`src/rtl/mlfq_sched.sv`:
```
module mlfq_sched #(
  parameter int NPROC   = 4,
  parameter int BURST_W = 8,
  parameter int CNT_W   = 4,
  parameter int QT_W    = 4,
  parameter int IO_W    = 4,
  localparam int ID_W   = (NPROC > 1) ? $clog2(NPROC) : 1
) (
  input  logic               clk,
  input  logic               rst_n,
  input  logic               cfg_preempt,
  input  logic [QT_W-1:0]    cfg_quantum1,
  input  logic [QT_W-1:0]    cfg_quantum2,
  input  logic [QT_W-1:0]    cfg_quantum3,
  input  logic [IO_W-1:0]    cfg_io_delay,
  input  logic               arr_valid,
  input  logic [ID_W-1:0]    arr_id,
  input  logic               arr_batch,
  input  logic [BURST_W-1:0] arr_burst,
  input  logic [CNT_W-1:0]   arr_count,
  output logic               run_valid,
  output logic [ID_W-1:0]    run_id,
  output logic               done_valid,
  output logic [ID_W-1:0]    done_id
);
  localparam logic [1:0] P_IDLE = 2'd0, P_READY = 2'd1, P_RUN = 2'd2, P_BLK = 2'd3;
  localparam logic [1:0] LV_TOP = 2'd0, LV_BOT = 2'd3;

  logic [NPROC-1:0][1:0]         st_q, st_n, lv_q, lv_n;
  logic [NPROC-1:0][BURST_W-1:0] rem_q, rem_n, len_q, len_n;
  logic [NPROC-1:0][CNT_W-1:0]   left_q, left_n;
  logic [NPROC-1:0][IO_W-1:0]    io_q, io_n;
  logic [NPROC-1:0][NPROC-1:0]   ord_q, ord_n;   // ord[i][j]: i joined its queue before j
  logic [QT_W-1:0]               used_q, used_n;
  logic                          rv_n, dv_n, keep, found, higher, is_head;
  logic [ID_W-1:0]               rid_n, did_n, pick;
  logic [1:0]                    best;
  logic [QT_W-1:0]               qcur;
  logic [IO_W-1:0]               io_load;

  always_comb
    case (lv_q[run_id])
      2'd0:    qcur = cfg_quantum1;
      2'd1:    qcur = cfg_quantum2;
      default: qcur = cfg_quantum3;
    endcase

  assign io_load = (cfg_io_delay == '0) ? IO_W'(1) : cfg_io_delay;

  always_comb begin
    st_n = st_q; lv_n = lv_q; rem_n = rem_q; len_n = len_q;
    left_n = left_q; io_n = io_q; ord_n = ord_q;
    used_n = '0; rv_n = 1'b0; rid_n = run_id; dv_n = 1'b0; did_n = done_id;
    keep = 1'b0; found = 1'b0; higher = 1'b0; is_head = 1'b0;
    best = LV_BOT; pick = '0;

    for (int i = 0; i < NPROC; i++)
      if (st_q[i] == P_BLK) begin
        if (io_q[i] == IO_W'(1)) begin
          st_n[i] = P_READY;
          lv_n[i] = LV_TOP;
          for (int j = 0; j < NPROC; j++)
            if (j != i) begin ord_n[i][j] = 1'b0; ord_n[j][i] = 1'b1; end
        end else
          io_n[i] = io_q[i] - IO_W'(1);
      end

    if (arr_valid && st_q[arr_id] == P_IDLE && arr_burst != '0 && arr_count != '0) begin
      st_n[arr_id]   = P_READY;
      lv_n[arr_id]   = arr_batch ? LV_BOT : LV_TOP;
      rem_n[arr_id]  = arr_burst;
      len_n[arr_id]  = arr_burst;
      left_n[arr_id] = arr_count;
      for (int j = 0; j < NPROC; j++)
        if (j != int'(arr_id)) begin ord_n[arr_id][j] = 1'b0; ord_n[j][arr_id] = 1'b1; end
    end

    if (run_valid) begin
      if (rem_q[run_id] == BURST_W'(1)) begin
        if (left_q[run_id] == CNT_W'(1)) begin
          st_n[run_id] = P_IDLE;
          dv_n = 1'b1;
          did_n = run_id;
        end else begin
          st_n[run_id]   = P_BLK;
          io_n[run_id]   = io_load;
          rem_n[run_id]  = len_q[run_id];
          left_n[run_id] = left_q[run_id] - CNT_W'(1);
        end
      end else begin
        rem_n[run_id] = rem_q[run_id] - BURST_W'(1);
        for (int i = 0; i < NPROC; i++)
          if (st_n[i] == P_READY && lv_n[i] < lv_q[run_id]) higher = 1'b1;
        if (lv_q[run_id] != LV_BOT && ({1'b0, used_q} + 1'b1) >= {1'b0, qcur}) begin
          lv_n[run_id] = lv_q[run_id] + 2'd1;
          st_n[run_id] = P_READY;
        end else if (cfg_preempt && higher)
          st_n[run_id] = P_READY;
        else
          keep = 1'b1;
        if (!keep)
          for (int j = 0; j < NPROC; j++)
            if (j != int'(run_id)) begin ord_n[run_id][j] = 1'b0; ord_n[j][run_id] = 1'b1; end
      end
    end

    if (keep) begin
      rv_n = 1'b1;
      used_n = used_q + QT_W'(1);
    end else begin
      for (int i = 0; i < NPROC; i++)
        if (st_n[i] == P_READY && (!found || lv_n[i] < best)) begin
          found = 1'b1;
          best = lv_n[i];
        end
      for (int i = 0; i < NPROC; i++)
        if (st_n[i] == P_READY && lv_n[i] == best) begin
          is_head = 1'b1;
          for (int j = 0; j < NPROC; j++)
            if (j != i && st_n[j] == P_READY && lv_n[j] == best && !ord_n[i][j]) is_head = 1'b0;
          if (is_head) pick = ID_W'(i);
        end
      if (found) begin
        rv_n = 1'b1;
        rid_n = pick;
        st_n[pick] = P_RUN;
      end
    end
  end

  always_ff @(posedge clk)
    if (!rst_n) begin
      st_q <= '0; lv_q <= '0; rem_q <= '0; len_q <= '0; left_q <= '0;
      io_q <= '0; ord_q <= '0; used_q <= '0;
      run_valid <= 1'b0; run_id <= '0; done_valid <= 1'b0; done_id <= '0;
    end else begin
      st_q <= st_n; lv_q <= lv_n; rem_q <= rem_n; len_q <= len_n; left_q <= left_n;
      io_q <= io_n; ord_q <= ord_n; used_q <= used_n;
      run_valid <= rv_n; run_id <= rid_n; done_valid <= dv_n; done_id <= did_n;
    end

  logic [NPROC-1:0] run_mask;
  logic             higher_q;
  always_comb begin
    higher_q = 1'b0;
    for (int i = 0; i < NPROC; i++) begin
      run_mask[i] = (st_q[i] == P_RUN);
      if (st_q[i] == P_READY && lv_q[i] < lv_q[run_id]) higher_q = 1'b1;
    end
  end

  a_r3_single_runner: assert property (@(posedge clk) disable iff (!rst_n)
    $countones(run_mask) == (run_valid ? 1 : 0));
  a_r5_no_higher_waiting: assert property (@(posedge clk) disable iff (!rst_n)
    ($past(cfg_preempt) && run_valid) |-> !higher_q);
  a_r4_quantum_bound: assert property (@(posedge clk) disable iff (!rst_n)
    (run_valid && lv_q[run_id] != LV_BOT) |-> (used_q < qcur));
  a_r8_done_from_run: assert property (@(posedge clk) disable iff (!rst_n)
    done_valid |-> ($past(run_valid) && done_id == $past(run_id)));
  a_r8_single_pulse: assert property (@(posedge clk) disable iff (!rst_n)
    done_valid |=> !(done_valid && $stable(done_id)));

  for (genvar g = 0; g < NPROC; g++) begin : g_chk
    a_r7_block_count: assert property (@(posedge clk) disable iff (!rst_n)
      (st_q[g] == P_BLK) |-> (io_q[g] != '0));
  end
endmodule

```
`config.mk`:
```
export PLATFORM = sky130hd
export DESIGN_NAME = mlfq_sched
export DESIGN_NICKNAME = d
export VERILOG_FILES = /design/src/rtl/mlfq_sched.sv
export SDC_FILE = /design/constraint.sdc
export NUM_CORES = 1
export LEC_CHECK = 0
export ABC_AREA = 1
export ABC_CLOCK_PERIOD_IN_PS = 11700
export CAP_MARGIN = 20
export CORE_MARGIN = 4
export CORE_UTILIZATION = 50
export CTS_CLUSTER_SIZE = 10
export DETAILED_ROUTE_END_ITERATION = 8
export PLACE_DENSITY_LB_ADDON = 0.05
export RECOVER_POWER = 100
export SLEW_MARGIN = 0
export SYNTH_ARGS = -nofsm -noshare
export SYNTH_HDL_FRONTEND = slang
export SYNTH_SLANG_ARGS = --single-unit
```
`constraint.sdc`:
```
create_clock -name clk -period 11.7 [get_ports clk]
set_input_delay 1.755 -clock clk [delete_from_list [all_inputs] [get_ports clk]]
set_output_delay 1.755 -clock clk [all_outputs]
set_load 0.005 [all_outputs]
```
[Word level (Yosys, flattened, before mapping)]
Cells that the tools add are included.
W data, S select, Z words.
Word-level totals
  bits in registers: 138
  output and inout port bits: 6
Operators by class
  add/subtract/negate cells: 9
  order comparisons: 14
  equal/unequal tests: 30
  mux-type cells: 212
  bitwise logic cells: 37
  reductions and logical operators: 54
Operators by type and width (number)
  $mux W16: 31
  $and A16 B16 Y16: 8
  $bwmux W32: 4
  $mux W32: 4
  $mux W8: 16
  $not A16 Y16: 8
  $mux W2: 41
  $demux W4 S2: 10
  $mux W4: 18
  $mux W1: 68
  $bwmux W16: 3
  $or A4 B4 Y4: 11
  $bmux W8 S2: 2
  $demux W8 S2: 2
  $logic_and A1 B1 Y1: 28
  $eq A4 B1 Y1 const B: 5
  $sub A4 B1 Y4 const B: 5
  $eq A2 B1 Y1 const B: 9
  $bwmux W8: 2
  $lt A2 B2 Y1: 7
  $and A4 B4 Y4: 3
  $demux W2 S2: 3
  $logic_not A1 Y1: 12
  $not A4 Y4: 3
  other kinds (30): 53

[Depth between registers and ports, before layout]
Gate-level depths: netlist of the first run.
  word-level depth: 67
  gate-level depth with buffers: 58

[Worst setup path before layout of the first run]
OpenSTA, ideal clock, no wires.
  path type: input to register
  start point: in arr_id[0]
  end point: reg st_q[2] (netlist bit)
  arrival time: 6.677 ns
  path slack: 4.900 ns
  cell stages on the path: 49
  path buffers: 0
  cell sequence: inv_2 > nand2_1 > nor2_1 > nor2_1 > nand2_1 > nor2_2 > nand2_1 > inv_1 > nand2_1 > o21ai_0 > inv_1 > ha_1 > or2_2 > nor2_1 > nand2_1 > nand2_1 > o21ai_2 > nand2_2 > (+13 left out) > nand2_2 > nand2_2 > o21ai_2 > ha_1 > nand2_1 > nand2_2 > nand2_4 > nand2_4 > nand2_4 > nand2_2 > nand2_1 > nand2_1 > nor3_2 > nand3_1 > nor2_2 > nand2_2 > nand2_1 > nor2_1
On the way
  cells in the longest elaborated chain, start to end: 61
Ends and longest elaborated chain
  start, declared: RTL line 17  | input logic [ID_W-1:0] arr_id,
  parallel branches: the longest is 60 deep, another holds $lt A2 B3 Y1
  $mux W8 (*): RTL line 107  | if (keep) begin
  end signal, assigned: RTL line 137  | st_q <= st_n; lv_q <= lv_n; rem_q <= rem_n; len_q <= len_n; left_q <= left_n;
  end, declared: RTL line 29  | logic [NPROC-1:0][1:0] st_q, st_n, lv_q, lv_n;
Every way passes the cells marked *. The select of a mux whose other input is x is not followed.
A chain may end at the register's enable or synchronous reset.

[Worst setup path in the final report of the first run]
  start point: in arr_id[0]
  end point: reg st_q[5] (netlist bit)
On the way
  cells in the longest elaborated chain, start to end: 60
Ends and longest elaborated chain (RTL line)
  parallel branches: the longest is 59 deep, another holds $lt A2 B3 Y1
  $mux W8 (*): 107
Marks and branches as above.

==> reports/metrics.csv, run 1 <==
stage;metric;value;unit
status;status;finished with violations;
status;violations;max-capacitance violations, max-slew violations;
clock_tree;post_cts_buffers;0;
timing;finalHoldViolCount;0;
timing;period_share;80.7;%
clock_tree;htreeDepth;4;
timing;setup_tns;0;ns
timing;slew_headroom;-7.41;%
clock_tree;cts_buffers;17;
routing;vias;8982;
clock_tree;hold_buffers;0;
routing;drc;0;
layout;diodes;0;
timing;skew;0.00708;ns
critical_path;critPathMaxFanout;28;
global_route;grt_pass1_vias;8428;
hold_path;min_path_cells;2;
critical_path;startpoint_type;input pin;
layout;nFillCells;1685;
timing;worst_pin_slew;1.61;ns
critical_path;worstRegToRegCells;39;
global_route;grt.total_usage;29.5;%
flow_run;max-cap-violations;2;
hold_path;hold_path_class;register to register;
hold_path;hp-start;len_q[16];
floorplanning;pin_count;41;
floorplanning;die_h;138;um
critical_path;worstReg2RegEnd;st_q[5];
hold_path;min_to;len_q[16];
floorplanning;coreArea;0.0166;mm2
routing;drt-pass1-iter-count;5;
place;dpl.cell_count;1514;
floorplanning;dieWidth;138;um
critical_path;required;12.00;ns
pwr;p_per_area;259;mW/mm2
floorplanning;rows;47;
clock_tree;root_buffer;clkbuf_16;
layout;finalNetCount;1378;
yosys;netlist_area;0.00849;mm2
layout;final_cells;1549;
timing;finalSetupViolCount;0;
clock_tree;clk_latency;0.43;ns
yosys;syn_avg_cell_area;6.55;um2
yosys;synthCells;1295;
yosys;ys_types;51;
critical_path;worstSetupPathType;input pin to register;
clock_tree;clock_sinks;131;
global_route;grt_pass1_wl;45500;um
pwr;p_leak;4.34;nW
yosys;ys_seq_elements;131;
yosys;ys_warn_count;0;
routing;via_per_inst;5.80;
clock_tree;cts.path.max_buffers;2;
place;place.gp.congestion;1.01;
global_route;antenna_found_initial;0;
critical_path;worst_path_largest_cell_delay;1.17;ns
global_route;overflow;0;
pwr;peakVddDrop;0.149;mV
clock_tree;cts_tree;done;
routing;drtAntennaViolNets;0;
layout;final_common_cell;nand2_1;
timing;max_freq;0.106;GHz
routing;wl_per_cell;18.5;um
critical_path;r2r_start;run_id[0];
layout;areaGrowthSynthToFinish;12.3;%
critical_path;arrival;9.74;ns
critical_path;r2r_setup_slack;2.62;ns
pwr;p_total;2.47;mW
global_route;grt_start_max_net_pins;55;
place;place_hpwl;19800;um
yosys;synth_seq_area_share;30.9;%
clock_tree;clk_pin_slew;0.06;ns
routing;detail_route.iter0.violations;815;
floorplanning;initial_core_util;51.2;%
critical_path;crit_path_frequent_cell;nand2_1;
layout;most-common-layout-cells;nand2_1 (302), inv_1 (173), dfxtp_1 (131);
timing;slew_violations;56;
floorplanning;die_area;0.0191;mm2
critical_path;critical_path.endpoint_type;register;
yosys;synthesis.nets;1357;
critical_path;startpoint;arr_id[0];
place;port_buffers;40;
timing;rsz0062_at_grt;no;
timing;finalCriticalPeriod;9.45;ns
layout;drive_gt1_share;6.85;%
routing;routed_wl;28700;um
clock_tree;cts_resized;0;
critical_path;worst_path_max_delay_cell;nand3_1;
==> stage by stage <==
stage | hold WS [ns] | setup WS (ns) | instance area (um2) | utilization [%]
final | 0.464 | 2.25 | 9530 | 57.5
after global routing | 0.480 | 1.42 | 9530 | 57.5
after CTS | 0.465 | 3.54 | 9600 | 57.9
after detailed placement | 0.456 | 3.12 | 9020 | 54.4
after global placement | 0.454 | 3.21 | 9010 | 54.3
after floorplan | 0.433 | 4.90 | 8490 | -
==> routing by layer <==
| metal | global-route usage [%] | part of all wire [%] |
|---|---|---|
| met5 | 0 | 0 |
| met4 | 10.0 | 2.9 |
| met3 | 6.18 | 7.8 |
| met2 | 48.4 | 46 |
| met1 | 38.7 | 43 |
==> cells in the mapped netlist, drive strengths merged <==
cell type / count / area share (%)
a211o: 1 / 0.10
a211oi: 26 / 2.3
a21boi: 3 / 0.27
a21oi: 95 / 5.6
a221oi: 16 / 2.1
a22o: 19 / 2.0
a22oi: 9 / 0.85
a311oi: 1 / 0.10
a31o: 4 / 0.41
a31oi: 24 / 1.8
and3: 3 / 0.22
and3b: 1 / 0.10
buf: 11 / 0.77
clkbuf: 39 / 1.7
clkinv: 2 / 0.10
dfxtp: 131 / 31
ha: 27 / 4.0
inv: 181 / 8.0
nand2: 314 / 15
nand3: 71 / 4.6
nand4: 6 / 0.52
nor2: 125 / 6.0
nor3: 18 / 1.2
o211ai: 13 / 1.1
o21a: 4 / 0.37
o21ai: 110 / 6.6
o221ai: 3 / 0.31
o22ai: 18 / 1.3
or2: 7 / 0.52
xnor2: 3 / 0.31
xor2: 10 / 1.0
==> worst max path at each step <==
stage / end / slack [ns] / cells past startpoint
after global placement: st_q[5] / 3.21 / 46
after global routing: st_q[5] / 1.42 / 47
after CTS: st_q[4] / 3.54 / 48
final: st_q[5] / 2.25 / 47
after detailed placement: st_q[4] / 3.12 / 48
after floorplan: st_q[2] / 4.90 / 49
==> area by class of cell <==
| cell class | instances | area, um2 | share of cell area [%] |
|---|---|---|---|
| Inverter | 183 | 688 | 7.22 |
| Tap cell | 220 | 275 | 2.89 |
| Clock inverter | 14 | 155 | 1.63 |
| Clock buffer | 18 | 429 | 4.50 |
| Sequential cell | 131 | 2620 | 27.5 |
| Timing Repair Buffer | 52 | 459 | 4.82 |
| Multi-Input combinational cell | 931 | 4900 | 51.4 |
==> cell families after synthesis <==
| family | Yosys count | synth area share, % |
|---|---|---|
| fa+ha+maj | 27 | 3.98 |
| simple gates | 545 | 28.0 |
| xor+xnor | 13 | 1.34 |
| compound gates | 346 | 25.2 |
| buf+inv | 233 | 10.6 |
| flops | 131 | 30.9 |
==> where the power goes <==
group	switching [mW]	internal [mW]	total, mW	leakage [nW]
sequential	0.0599	0.529	0.589	1.07
combinational	0.923	0.421	1.34	3.00
clock	0.218	0.316	0.534	0.275
==> sequential cells by signal, indices dropped and copies added (netlist names), 4 cells and up <==
name and count:
io_q 16, len_q 32, ord_q 9, rem_q 32, st_q 8, left_q 16
used_q 4, lv_q 8
==> worst max-delay path, delay by kind of cell <==
kind                     cells  cell delay (ns)
adder cells (fa/ha/maj)      4             1.11
buffers and inverters        4             0.90
AND/OR/NAND/NOR             34             4.37
AO/OA/AOI/OAI                5             1.59
(Power assumes the default switching activity.)
==> inputs of run 2 (changes only) <==
--- a/config.mk
+++ b/config.mk
@@ -6,7 +6,7 @@
 export NUM_CORES = 1
 export LEC_CHECK = 0
 export ABC_AREA = 1
-export ABC_CLOCK_PERIOD_IN_PS = 11700
+export ABC_CLOCK_PERIOD_IN_PS = 8800
 export CAP_MARGIN = 20
 export CORE_MARGIN = 4
 export CORE_UTILIZATION = 50
==> constraint.sdc (replaced) <==
create_clock -name clk -period 8.8 [get_ports clk]
set_input_delay 1.32 -clock clk [delete_from_list [all_inputs] [get_ports clk]]
set_output_delay 1.32 -clock clk [all_outputs]
set_load 0.005 [all_outputs]
==> reports/metrics.csv, run 2 (synthesis gave the netlist of run 1 again) <==
stage;metric;value;unit
clock_tree;post_cts_buffers;0;
clock_tree;cts.path.max_buffers;2;
critical_path;worst_path_largest_cell_delay;0.80;ns
floorplanning;rows;47;
place;place.gp.congestion;0.988;
place;dp_slack;0.920;ns
pwr;peakVddDrop;0.185;mV
clock_tree;clk_pin_slew;0.06;ns
clock_tree;clk_latency;0.44;ns
critical_path;startpoint_type;register;
layout;drive_gt1_share;7.65;%
routing;wl_per_cell;18.8;um
timing;period_share;91.9;%
clock_tree;hold_buffers;0;
critical_path;critPathMaxFanout;24;
floorplanning;coreArea;0.0166;mm2
place;port_buffers;40;
clock_tree;cts_resized;0;
timing;slew_violations;29;
global_route;overflow;0;
clock_tree;root_buffer;clkbuf_16;
timing;worst_pin_slew;1.53;ns
routing;drt-pass1-iter-count;6;
pwr;p_per_area;347;mW/mm2
layout;reg.largest.list;len_q: 32 flops, rem_q: 32 flops;
global_route;grt.total_usage;29.8;%
floorplanning;initial_core_util;51.2;%
timing;finalCriticalPeriod;8.09;ns
timing;max_freq;0.124;GHz
layout;finalNetCount;1383;
layout;diodes;0;
clock_tree;cts_buffers;17;
layout;nFillCells;1669;
timing;finalWorstSetupSlack;0.713;ns
routing;vias;9053;
routing;drc;0;
clock_tree;htreeDepth;4;
timing;setup_tns;0;ns
routing;detail_route.iter0.violations;946;
routing;routed_wl;29100;um
timing;finalSetupViolCount;0;
clock_tree;clock_sinks;131;
timing;skew;0.00888;ns
routing;drtAntennaViolNets;0;
flow_run;max-cap-violations;1;
status;status;finished with violations;
pwr;p_leak;4.36;nW
floorplanning;pin_count;41;
critical_path;worstSetupPathType;register to register;
global_route;antenna_found_initial;0;
critical_path;arrival;8.37;ns
status;violations;max-capacitance violations, max-slew violations;
global_route;grt_pass1_vias;8509;
global_route;grt_pass1_wl;45800;um
routing;via_per_inst;5.83;
critical_path;worst_path_max_delay_cell;nand2_1;
timing;rsz0062_at_grt;no;
layout;fin_util;57.9;%
hold_path;hold_path_class;register to register;
timing;slew_headroom;-1.75;%
timing;finalHoldViolCount;0;
floorplanning;die_area;0.0191;mm2
layout;most-common-layout-cells;nand2_1 (299), inv_1 (174), dfxtp_1 (131);
layout;final_common_cell;nand2_1;
floorplanning;dieWidth;138;um
clock_tree;cts_tree;done;
layout;areaGrowthSynthToFinish;13.1;%
pwr;p_total;3.33;mW
global_route;grt_start_max_net_pins;50;
place;place_hpwl;20500;um
critical_path;critical_path.endpoint_type;register;
critical_path;crit_path_frequent_cell;nand2_1;
critical_path;required;9.08;ns
floorplanning;die_h;138;um
[run 2: path summary, 6_finish.rpt]
check / from / endpoint / slack [ns] / depth (start not counted)
max: run_id[0] / st_q[5] / 0.71 / 42
min reg2reg: len_q[15] / len_q[15] / 0.46 / 2
max reg2reg: run_id[0] / st_q[5] / 0.71 / 42
min: len_q[15] / len_q[15] / 0.46 / 2
[run 2: power breakdown]
part | switching (mW) | internal (mW) | total (mW)
registers | 0.0761 | 0.704 | 0.780
logic | 1.26 | 0.575 | 1.83
clock network | 0.296 | 0.421 | 0.716
[run 2: final cells by class]
cell class	instances	area, um2	share of cell area (%)
multi-input cells	931	4930	51.3
inverters	183	688	7.17
well taps	220	275	2.87
flip-flops and latches	131	2620	27.3
repair buffers	57	500	5.21
clock inverters	14	155	1.62
clock buffers	18	429	4.47
[run 2: routing by layer]
| metal | routed length, um | track usage (%) | vias up |
|---|---|---|---|
| met5 | 0 | 0 | - |
| met4 | 1170 | 14.5 | 0 |
| met3 | 2440 | 5.49 | 102 |
| met2 | 13200 | 47.1 | 442 |
| met1 | 12400 | 39.4 | 4126 |
| li1 | - | - | 4383 |
[run 2: metrics by stage]
stage,instances,area [um2],hold WS [ns]
CTS,1552,9640,0.464
detailed placement,1520,9060,0.455
floorplan,1295,8490,0.433
global route,1554,9600,0.485
global placement,1520,9060,0.453
finish,1554,9600,0.463
[run 2: worst max-delay path, delay by kind of cell, from the launching register on]
kind | cells | cell delay, ns
AO/OA/AOI/OAI | 5 | 1.17
adder cells (fa/ha/maj) | 4 | 1.11
buffers and inverters | 5 | 1.01
flip-flops | 1 | 0.57
AND/OR/NAND/NOR | 28 | 4.07
==> inputs of run 3 (changes only) <==
--- a/config.mk
+++ b/config.mk
@@ -12,6 +12,7 @@
 export CORE_UTILIZATION = 50
 export CTS_CLUSTER_SIZE = 10
 export DETAILED_ROUTE_END_ITERATION = 8
+export GPL_TIMING_DRIVEN = 0
 export PLACE_DENSITY_LB_ADDON = 0.05
 export RECOVER_POWER = 100
 export SLEW_MARGIN = 0
==> reports/metrics.csv, run 3 (synthesis gave the netlist of run 1 again) <==
stage;metric;value;unit
status;status;finished clean;
pwr;sw_frac_of_total;49.1;%
clock_tree;post_cts_buffers;0;
critical_path;critPathMaxFanout;8;
floorplanning;rows;47;
pwr;p_switching;1.65;mW
layout;nFillCells;1706;
routing;routed_wl;30600;um
timing;finalSetupViolCount;0;
critical_path;startpoint_type;input pin;
global_route;grt.total_usage;31.3;%
layout;final_common_cell;nand2_1;
place;place.gp.congestion;0.979;
critical_path;arrival;8.45;ns
layout;most-common-layout-cells;nand2_1 (298), inv_1 (172), dfxtp_1 (130);
pwr;p_leak;4.39;nW
global_route;antenna_found_initial;0;
routing;drt-pass1-iter-count;6;
critical_path;critical_path.endpoint_type;register;
clock_tree;cts_buffers;17;
flow_run;max-cap-violations;0;
clock_tree;clock_sinks;131;
global_route;grt_start_max_net_pins;17;
clock_tree;root_buffer;clkbuf_16;
routing;drc;0;
routing;via_per_inst;5.85;
floorplanning;initial_core_util;51.2;%
routing;met3_length;2530;um
clock_tree;cts_tree;done;
floorplanning;dieWidth;138;um
hold_path;hold_path_class;register to register;
layout;areaGrowthSynthToFinish;14.7;%
place;placed_area;0.00916;mm2
place;port_buffers;40;
pwr;p_clk_share;21.6;%
routing;highest_layer;met4;
timing;worst_pin_slew;0.859;ns
global_route;grt_pass1_wl;47200;um
global_route;overflow;0;
critical_path;required;9.09;ns
pwr;p_total;3.37;mW
clock_tree;clk_latency;0.44;ns
timing;finalHoldViolCount;0;
floorplanning;coreArea;0.0166;mm2
routing;met2WireLength;13700;um
layout;finalNetCount;1414;
pwr;p_seq_share;23.1;%
critical_path;worstSetupPathType;input pin to register;
routing;vias;9263;
pwr;internal-power;1.71;mW
clock_tree;cts.path.max_buffers;2;
timing;period_share;92.7;%
timing;finalCriticalPeriod;8.16;ns
layout;drive_gt1_share;7.84;%
routing;detail_route.iter0.violations;1087;
timing;max_freq;0.123;GHz
layout;diodes;0;
layout;stdcell_area;0.00974;mm2
clock_tree;clk_pin_slew;0.06;ns
routing;wl_met1;12900;um
critical_path;worst_path_largest_cell_delay;0.64;ns
timing;slew_violations;0;
floorplanning;pin_count;41;
pwr;p_per_area;346;mW/mm2
timing;slew_headroom;42.8;%
place;place_hpwl;22500;um
routing;drtAntennaViolNets;0;
layout;reg.largest.list;len_q: 32 flops, rem_q: 32 flops;
floorplanning;die_h;138;um
pwr;peakVddDrop;0.193;mV
clock_tree;htreeDepth;4;
critical_path;crit_path_frequent_cell;nand2_1;
timing;setup_tns;0;ns
timing;rsz0062_at_grt;no;
floorplanning;die_area;0.0191;mm2
pwr;power_frac_comb;55.3;%
global_route;grt_pass1_vias;8490;
timing;skew;0.0109;ns
critical_path;worst_path_max_delay_cell;clkdlybuf4s50_1;
routing;wl_per_cell;19.3;um
critical_path;r2r_setup_slack;0.79;ns
-- run 3: changes by cell type in the layout (fill, tap and decap cells not counted), sizes merged --
cell	previous run	this run
clkdlybuf4s50	34	35
clkbuf	24	58
buf	12	8
clkinv	5	4
-- run 3: power groups by stage --
stage          clock (mW)  combinational, mW  sequential [mW]
2_1_floorplan           0               1.38            0.763
3_3_place_gp            0               1.83            0.783
3_5_place_dp            0               1.84            0.785
4_1_cts             0.729               1.85            0.773
5_1_grt             0.752               2.07            0.786
6_report            0.727               1.86            0.777
-- run 3: timing repair --
action / CTS / global route
resized for setup: 0 / 4
hold buffers: 0 / 0
endpoints found under the hold margin: 0 / 0
setup endpoints to repair: 0 / 10
-- run 3: path summary, 6_finish.rpt --
check / startpoint / to / cells past startpoint
hold / removal: len_q[20] / len_q[20] / 2
setup reg to reg: run_id[0] / st_q[5] / 50
hold reg to reg: len_q[20] / len_q[20] / 2
setup / recovery: arr_burst[1] / st_q[5] / 50
-- run 3: critical path, delay by kind of cell --
family          cells  cell delay (ns)
buf+inv             5             1.14
fa+ha+maj           4             1.02
simple gates       36             4.24
compound gates      5             0.71
-- run 3: metrics by stage --
| stage | setup WS (ns) | instances | util (%) | hold slack, ns |
|---|---|---|---|---|
| 2_1_floorplan | 2.21 | 1295 | - | 0.433 |
| 3_3_place_gp | 0.303 | 1555 | 55.3 | 0.452 |
| 3_5_place_dp | 0.230 | 1555 | 55.3 | 0.455 |
| 4_1_cts | 0.193 | 1586 | 58.8 | 0.465 |
| 5_1_grt | 0.0419 | 1584 | 58.7 | 0.480 |
| 6_report | 0.642 | 1584 | 58.7 | 0.465 |
-- run 3: cell type report --
cell class              count  area, um2  area share, %
multi-input cells         931       4960           50.9
flip-flops and latches    131       2620           26.9
inverters                 183        688           7.07
clock buffers              18        439           4.51
repair buffers             40        400           4.11
well taps                 220        275           2.83
plain buffers              48        205           2.11
clock inverters            13        150           1.54
-- run 3: metal layers --
layer	global-route usage [%]	up-vias
met2	49.7	483
met5	0	-
met4	14.9	0
met1	41.3	4217
li1	-	4453
met3	5.42	110
